### src/rtl/updown_limit_counter_pkg.sv
// Package: shared types and widths for the up/down limit counter.
// Assumes: the count width is fixed by the block's function at three bits.
package updown_limit_counter_pkg;
    localparam int CNT_W = 3;
    localparam logic [CNT_W-1:0] CNT_MAX = '1;
    localparam logic [CNT_W-1:0] CNT_MIN = '0;

    typedef logic [CNT_W-1:0] cnt_t;

    // Direction of travel applied at an edge.
    typedef enum logic {
        DIR_UP   = 1'b0,
        DIR_DOWN = 1'b1
    } dir_e;
endpackage

### src/rtl/updown_step.sv
// Module: updown_step
// Computes the plain neighbour of a count value in the requested direction,
// rolling over at the ends of the range. Also flags when the step would cross
// a limit. Pure combinational; assumes the width comes from the package.
module updown_step
    import updown_limit_counter_pkg::*;
#(
    parameter int W = CNT_W
) (
    input  logic [W-1:0] cur,
    input  logic         down,
    output logic [W-1:0] stepped,
    output logic         at_edge
);
    localparam logic [W-1:0] TOP = {W{1'b1}};
    localparam logic [W-1:0] BOT = {W{1'b0}};

    // Purpose: form the rolled neighbour and detect a limit crossing.
    always_comb begin
        if (down) begin
            stepped = cur - 1'b1;
            at_edge = (cur == BOT);
        end else begin
            stepped = cur + 1'b1;
            at_edge = (cur == TOP);
        end
    end
endmodule

### src/rtl/limit_select.sv
// Module: limit_select
// Chooses the next count: the rolled neighbour, or the current value when
// clamp mode is on and the step would cross a limit. Combinational; assumes
// at_edge is asserted only when the step leaves the range.
module limit_select
    import updown_limit_counter_pkg::*;
#(
    parameter int W = CNT_W
) (
    input  logic [W-1:0] cur,
    input  logic [W-1:0] stepped,
    input  logic         at_edge,
    input  logic         clamp,
    output logic [W-1:0] next_val
);
    // Purpose: hold at the limit in clamp mode, otherwise take the step.
    always_comb begin
        if (clamp && at_edge) begin
            next_val = cur;
        end else begin
            next_val = stepped;
        end
    end
endmodule

### src/rtl/updown_limit_counter.sv
// Module: updown_limit_counter
// Three-bit counter that steps up or down every clock and either wraps or
// clamps at the ends of its range. Controls are sampled on the updating edge.
// Assumes: rst_n is synchronous and active low; reset value is zero.
module updown_limit_counter
    import updown_limit_counter_pkg::*;
(
    input  logic       clk,
    input  logic       rst_n,
    input  logic       dir_down,
    input  logic       clamp,
    output logic [2:0] count
);
    cnt_t cnt_q;
    cnt_t stepped;
    cnt_t next_val;
    logic at_edge;

    updown_step #(.W(CNT_W)) u_step (
        .cur     (cnt_q),
        .down    (dir_down),
        .stepped (stepped),
        .at_edge (at_edge)
    );

    limit_select #(.W(CNT_W)) u_sel (
        .cur      (cnt_q),
        .stepped  (stepped),
        .at_edge  (at_edge),
        .clamp    (clamp),
        .next_val (next_val)
    );

    // Purpose: count register with synchronous active-low reset.
    always_ff @(posedge clk) begin
        if (!rst_n) begin
            cnt_q <= CNT_MIN;
        end else begin
            cnt_q <= next_val;
        end
    end

    assign count = cnt_q;

    // Tracks whether at least one edge has passed since reset released,
    // so $past refers only to cycles after reset.
    logic past_ok;
    // Purpose: qualify history-based assertions.
    always_ff @(posedge clk) begin
        if (!rst_n) past_ok <= 1'b0;
        else        past_ok <= 1'b1;
    end

    assert_reset_zero_R1: assert property (@(posedge clk)
        !rst_n |=> (count == CNT_MIN));

    assert_up_step_R2: assert property (@(posedge clk) disable iff (!rst_n)
        (!dir_down && count != CNT_MAX) |=> (count == $past(count) + 3'd1));

    assert_down_step_R3: assert property (@(posedge clk) disable iff (!rst_n)
        (dir_down && count != CNT_MIN) |=> (count == $past(count) - 3'd1));

    assert_wrap_up_R4: assert property (@(posedge clk) disable iff (!rst_n)
        (!clamp && !dir_down && count == CNT_MAX) |=> (count == CNT_MIN));

    assert_wrap_down_R5: assert property (@(posedge clk) disable iff (!rst_n)
        (!clamp && dir_down && count == CNT_MIN) |=> (count == CNT_MAX));

    assert_hold_top_R6: assert property (@(posedge clk) disable iff (!rst_n)
        (clamp && !dir_down && count == CNT_MAX) |=> (count == CNT_MAX));

    assert_hold_bot_R7: assert property (@(posedge clk) disable iff (!rst_n)
        (clamp && dir_down && count == CNT_MIN) |=> (count == CNT_MIN));

    assert_leave_limit_R8: assert property (@(posedge clk) disable iff (!rst_n)
        (past_ok && clamp && count == CNT_MAX && $past(count) == CNT_MAX && dir_down)
        |=> (count == 3'd6));

    assert_moves_by_one_R9: assert property (@(posedge clk) disable iff (!rst_n)
        (past_ok && $past(rst_n) && !$stable(count)) |->
        (count - $past(count) == 3'd1 || $past(count) - count == 3'd1 ||
         (count == CNT_MIN && $past(count) == CNT_MAX) ||
         (count == CNT_MAX && $past(count) == CNT_MIN)));
endmodule

### config.mk
export PLATFORM = sky130hd
export DESIGN_NAME = updown_limit_counter
export DESIGN_NICKNAME = d
export VERILOG_FILES = /design/src/rtl/updown_limit_counter_pkg.sv /design/src/rtl/updown_step.sv /design/src/rtl/limit_select.sv /design/src/rtl/updown_limit_counter.sv
export SDC_FILE = /design/constraint.sdc
export NUM_CORES = 1
export LEC_CHECK = 0
export ABC_AREA = 0
export BUFFER_PORTS_ARGS = -buffer_cell sky130_fd_sc_hd__buf_2
export CAP_MARGIN = 20
export CELL_PAD_IN_SITES_DETAIL_PLACEMENT = 2
export CELL_PAD_IN_SITES_GLOBAL_PLACEMENT = 2
export CORE_AREA = 2 2 39 41
export DETAILED_ROUTE_END_ITERATION = 8
export DIE_AREA = 0 0 41 43
export PLACE_DENSITY_LB_ADDON = 0.15
export REMOVE_ABC_BUFFERS = 1
export SYNTH_ARGS = -nofsm -noshare
export SYNTH_HDL_FRONTEND = slang
export SYNTH_SLANG_ARGS = --single-unit
### constraint.sdc
create_clock -name clk -period 1.9 [get_ports clk]
set_clock_uncertainty 0.05 [all_clocks]
set_input_delay 0.38 -clock clk [delete_from_list [all_inputs] [get_ports clk]]
set_output_delay 0.38 -clock clk [all_outputs]
set_load 0.01 [all_outputs]
==> metrics.md, run 1 <==
| Metric | Value |
|---|---|
| Maximum Capacitance Violations | `0` |
| WP buf/inv | `1` |
| Clock root cell | `clkbuf_4` |
| Maximum vdd drop | `0.000445 V` |
| I/O pin cnt | `7` |
| PwrDens | `1310 nW/um2` |
| Status | `finished clean` |
| Die Footprint | `1760 um2` |
| Post-Synth Simple-Gate Area | `29.7%` |
| Die width | `41 um` |
| Post-synth EDFFs | `0` |
| YS warnings | `0` |
| Min cycle time layout | `1650 ps` |
| Seq/Total Area, Yosys | `27.4%` |
| Iteration-0 DRC Markers | `0` |
| Clk_lat worst skew | `230 ps` |
| Site row count | `14` |
| WL final | `about 630 um` |
| Total chip power | `396 uW` |
| Critical path required time | `2020 ps` |
| Mux cell area share after synthesis | `5.14%` |
| First-pass GRT wire length | `1.11 mm` |
| # H-tree levels | `1` |
| Worst setup margin | `about 250 ps` |
| Vias in the first global route | `250` |
| Synth Area in Adders | `9.14%` |
| Core ar. | `around 1400 um2` |
| Post-Synthesis Cells | `24` |
| Clk sinks | `3` |
| Worst Path Arrival | `1770 ps` |
| Hold Buf Count CTS | `0` |
| CP max stage cell | `fa_1` |
| Overall global routing resource usage | `about a tenth` |
| Top-count cell post-synth | `inv_1` |
| Final Cycle Share | `around 87%` |
| Post-DR vias/cell | `4.16` |
| Cts repair resizes | `0` |
| HP Class | `primary input to flop` |
| Layout cells sized above 1 | `~40%` |
| Rel. slew slack | `between 80 and 90%` |
| Initial antenna violation count | `0` |
| Final Hold Vio Count | `0` |
| Switching share of total power | `37.0%` |
| NetSw | `147 uW` |
| CP Capture Type | `flop` |
| Max FFs per register | `3` |
| Total gr overflow | `0` |
| Port buffer count | `6` |
| Top Family by Delay on Critical Path | `adder cells` |
| Crit path cell chain | `inv_1, fa_1, xnor2_1, mux2_2, nand3_1` |
| Area grow syn2layout | `38.3%` |
| Final setup fails | `0` |
| Cell Area, Synth | `219 um2` |
| Crit path kind | `flop to flop` |
| Yosys top cell area share | `27.4%` |
| Final cell count without fillers | `between 50 and 60` |
| CP Max Fanout | `4` |
| Internal | `roughly 250 uW` |
| Top cells by count, synth | `inv_1 (4), dfxtp_1 (3), nand4b_1 (2), o21ai_0 (2)` |
| Unrepaired setup endpoints after global routing | `no` |
| Starting Density | `about 16%` |
| Wire per inst | `12.3 um` |
| Synth top area cells | `dfxtp_1 (27%), fa_1 (9.1%), nand4b_1 (8.0%)` |
| CTS max path bufs | `2` |
| Kind of launch point of the worst setup path | `flop` |
| Yosys reg bits | `3` |
| Clock share of power | `27.9%` |
| LEAKAGE | `0.132 nW` |
| Fin Setup TNS | `0 ps` |
| Slowest Stage Delay on Critical Path | `410 ps` |
| Worst Max-Slew Pin Slew | `233 ps` |
| Routability cong. | `about 0.65` |
| Slew Limit Fails | `0` |
| DP Cell Count | `47` |
| Seq pwr share | `32.2%` |
| DP Worst Slack | `136 ps` |
| TritonCTS clock tree | `yes` |
| Post-synthesis xor/xnor area fraction | `4.00%` |
| Clk pin slew, worst setup/hold paths | `roughly 40 ps` |
| DRT antenna net count | `0` |
| Combinational share of power | `between 30% and 40%` |
| Synth Area per Inst | `9.12 um2` |
| Fill cells | `172` |
| Ys flop type | `dfxtp_1` |
| Die Y | `about 43 um` |
| Setup bufs post-CTS | `0` |
| Post-synth ARST share | `0%` |
| Largest net degree at the start of global routing | `9` |
| # nets final | `41` |
| Antenna Cells | `0` |
| Fmax | `607 MHz` |
| CTS Buf Count | `3` |
| DPL Wire Length | `just over 500 um` |
| Synth cell types | `17` |
| # DRC | `0` |
| Via count | `212` |
| Synth area leader | `dfxtp_1` |
| Largest family of logic cells by synthesized area | `simple AND/OR/NAND/NOR gates` |
| Synth Area in Compound Gates | `17.7%` |
| DR pass1 iterations | `1` |
[worst register-to-register path, cell delays in order (launching register included)]
cell     delay [ps]
dfxtp_1         370
inv_1           100
fa_1            410
xnor2_1         230
mux2_2          360
nand3_1          70
[power groups by stage]
stage / clock network (mW) / registers, mW / logic [mW]
after floorplan: 0 / 0.131 / 0.0932
after global placement: 0 / 0.127 / 0.157
after detailed placement: 0 / 0.129 / 0.164
after CTS: 0.116 / 0.128 / 0.165
after global routing: 0.123 / 0.134 / 0.184
final: 0.111 / 0.128 / 0.158
[layer usage]
metal	GRT usage, %	up-vias	part of all wire, %
met5	0	-	0
met4	10.0	0	0
met3	3.14	0	1.9
met2	13.8	2	56
met1	11.9	103	42
li1	-	107	-
[path summary, 6_finish.rpt]
check / slack [ps] / cells past startpoint / endpoint / startpoint
hold / removal: 410 / 2 / count[0]$_SDFFE_PN0N_ / rst_n
setup reg to reg: 250 / 5 / count[2]$_SDFFE_PN0N_ / count[0]$_SDFFE_PN0N_
setup / recovery: 250 / 5 / count[2]$_SDFFE_PN0N_ / count[0]$_SDFFE_PN0N_
hold reg to reg: 520 / 2 / count[0]$_SDFFE_PN0N_ / count[1]$_SDFFE_PN0N_
[metrics by stage]
| step | hold WS, ps | utilization (%) | cell area [um2] |
|---|---|---|---|
| 2_1_floorplan | 482 | - | 219 |
| 5_1_grt | 433 | 21.9 | 303 |
| 6_report | 411 | 21.9 | 303 |
| 3_3_place_gp | 509 | 20.0 | 277 |
| 3_5_place_dp | 526 | 20.0 | 277 |
| 4_1_cts | 406 | 21.9 | 303 |
[area by class of cell]
type | count | area [um2] | share of cell area (%)
clock buffer | 4 | 26.3 | 8.68
inverter | 4 | 15.0 | 4.96
multi-input combinational | 17 | 144 | 47.5
sequential | 3 | 60.1 | 19.8
tap | 16 | 20.0 | 6.61
timing repair buffer | 7 | 37.5 | 12.4
[cells in the final DEF, fill, tap and decap left out, types with 2 or more instances in the layout]
cell      Yosys  layout
buf_2         0       6
inv_1         4       4
clkbuf_4      0       3
dfxtp_1       3       3
nand4b_1      2       2
o21ai_0       2       2
[logic make-up after synthesis]
family	after synthesis
flip-flops	3
AND/OR/NAND/NOR	8
buffers and inverters	4
XOR/XNOR	1
multiplexers	1
AO/OA/AOI/OAI	6
adder cells (fa/ha/maj)	1
Power figures use the tool's default switching activity.
==> inputs of run 2 (changes only) <==
--- a/config.mk
+++ b/config.mk
@@ -14,6 +14,7 @@
 export DETAILED_ROUTE_END_ITERATION = 8
 export DIE_AREA = 0 0 41 43
 export PLACE_DENSITY_LB_ADDON = 0.15
+export RECOVER_POWER = 100
 export REMOVE_ABC_BUFFERS = 1
 export SYNTH_ARGS = -nofsm -noshare
 export SYNTH_HDL_FRONTEND = slang
==> metrics.md, run 2 (same netlist as run 1, synthesis figures left out) <==
| Metric | Value |
|---|---|
| Worst setup margin | `249 ps` |
| Unrepaired setup endpoints after global routing | `no` |
| DP Worst Slack | `136 ps` |
| PwrDens | `1310 nW/um2` |
| Antenna Cells | `0` |
| Area grow syn2layout | `36.6%` |
| Layout cells sized above 1 | `31.4%` |
| Critical path required time | `2020 ps` |
| Die Y | `between 40 and 50 um` |
| Clk sinks | `3` |
| Port buffer count | `6` |
| Commonest cells after routing, fill and taps aside | `inv_1 (4), clkbuf_1 (4), clkbuf_4 (3), dfxtp_1 (3), buf_2 (3)` |
| Worst r2r dst | `count[2]$_SDFFE_PN0N_` |
| Slew Limit Fails | `0` |
| TritonCTS clock tree | `yes` |
| Die width | `about 41 um` |
| Crit path kind | `flop to flop` |
| Post-DR vias/cell | `4.16` |
| CP Capture Type | `flop` |
| Fmax | `606 MHz` |
| Clk_lat worst skew | `~230 ps` |
| Maximum vdd drop | `0.000437 V` |
| Worst Max-Slew Pin Slew | `between 200 and 250 ps` |
| Hold Buf Count CTS | `0` |
| Largest net degree at the start of global routing | `9` |
| Via count | `212` |
| Vias in the first global route | `250` |
| Iteration-0 DRC Markers | `0` |
| Total chip power | `391 uW` |
| Fin util | `21.6%` |
| Site row count | `14` |
| Starting Density | `15.8%` |
| LEAKAGE | `0.122 nW` |
| Routability cong. | `around 0.65` |
| Final setup fails | `0` |
| Total gr overflow | `0` |
| WL final | `628 um` |
| Reg2Reg Depth | `5` |
| Hold WS | `411 ps` |
| Clock root cell | `clkbuf_4` |
| Worst R2R Start | `count[0]$_SDFFE_PN0N_` |
| Status | `finished clean` |
| CTS Buf Count | `3` |
| Final Hold Vio Count | `0` |
| # nets final | `41` |
| FF-to-FF setup slack | `250 ps` |
| Cts repair resizes | `0` |
| DR pass1 iterations | `1` |
| Worst Path Arrival | `1770 ps` |
| HP Class | `primary input to flop` |
| Die Footprint | `1760 um2` |
| Critical path destination | `count[2]$_SDFFE_PN0N_` |
| Critical path startpoint | `count[0]$_SDFFE_PN0N_` |
| Initial antenna violation count | `0` |
| DRT antenna net count | `0` |
| CTS max path bufs | `2` |
| Rel. slew slack | `84.3%` |
| # DRC | `0` |
| Min cycle time layout | `1650 ps` |
| Core ar. | `between 1000 and 1500 um2` |
| Clk pin slew, worst setup/hold paths | `40 ps` |
| # H-tree levels | `1` |
| DPL Wire Length | `between 500 and 600 um` |
| Overall global routing resource usage | `10.2%` |
| First-pass GRT wire length | `1.11 mm` |
| Max FFs per register | `3` |
| Kind of launch point of the worst setup path | `flop` |
| Wire per inst | `around 12 um` |
| CP Max Fanout | `4` |
| I/O pin cnt | `7` |
| Fin Setup TNS | `0 ps` |
| Maximum Capacitance Violations | `0` |
| Final Cycle Share | `between 80% and 90%` |
| Setup bufs post-CTS | `0` |
-- run 2: cell count changes in the layout (fill, tap and decap cells not counted), sizes merged --
cell,previous run,this run
buf,7,4
clkbuf,4,7
-- run 2: cell type report --
cell class	count	area, um2
flip-flops and latches	3	60.1
repair buffers	7	33.8
multi-input cells	17	144
fillers	173	1080
well taps	16	20.0
clock buffers	4	26.3
inverters	4	15.0
-- run 2: worst min path at each step --
stage               cells after the start             startpoint  slack [ps]                     to
finish                                  2                  rst_n         410  count[0]$_SDFFE_PN0N_
global placement                        2  count[1]$_SDFFE_PN0N_         510  count[0]$_SDFFE_PN0N_
floorplan                               2                  rst_n         480  count[1]$_SDFFE_PN0N_
global route                            2                  rst_n         430  count[0]$_SDFFE_PN0N_
CTS                                     2                  rst_n         410  count[0]$_SDFFE_PN0N_
detailed placement                      2  count[1]$_SDFFE_PN0N_         530  count[0]$_SDFFE_PN0N_
-- run 2: report_power, final --
| part | switching (mW) | internal (mW) | leakage (nW) |
|---|---|---|---|
| Sequential | 0.0387 | 0.0897 | 0.0251 |
| Clock | 0.0319 | 0.0786 | 0.0150 |
| Combinational | 0.0770 | 0.0750 | 0.0818 |
-- run 2: worst max-delay path, stage by stage, from the launching register on --
cell     delay (ps)
dfxtp_1         370
inv_1           100
fa_1            410
xnor2_1         230
mux2_2          360
nand3_1          70
-- run 2: metal layers --
| metal | vias up | GRT usage, % | routed length, um |
|---|---|---|---|
| li1 | 107 | - | - |
| met1 | 103 | 11.9 | 265 |
| met2 | 2 | 13.8 | 351 |
| met3 | 0 | 3.14 | 12 |
| met4 | 0 | 10.0 | 0 |
| met5 | - | 0 | 0 |
-- run 2: stage by stage --
stage | area [um2] | instances
final | 299 | 51
after global routing | 299 | 51
after CTS | 303 | 51
after detailed placement | 277 | 47
after global placement | 277 | 47
after floorplan | 219 | 24
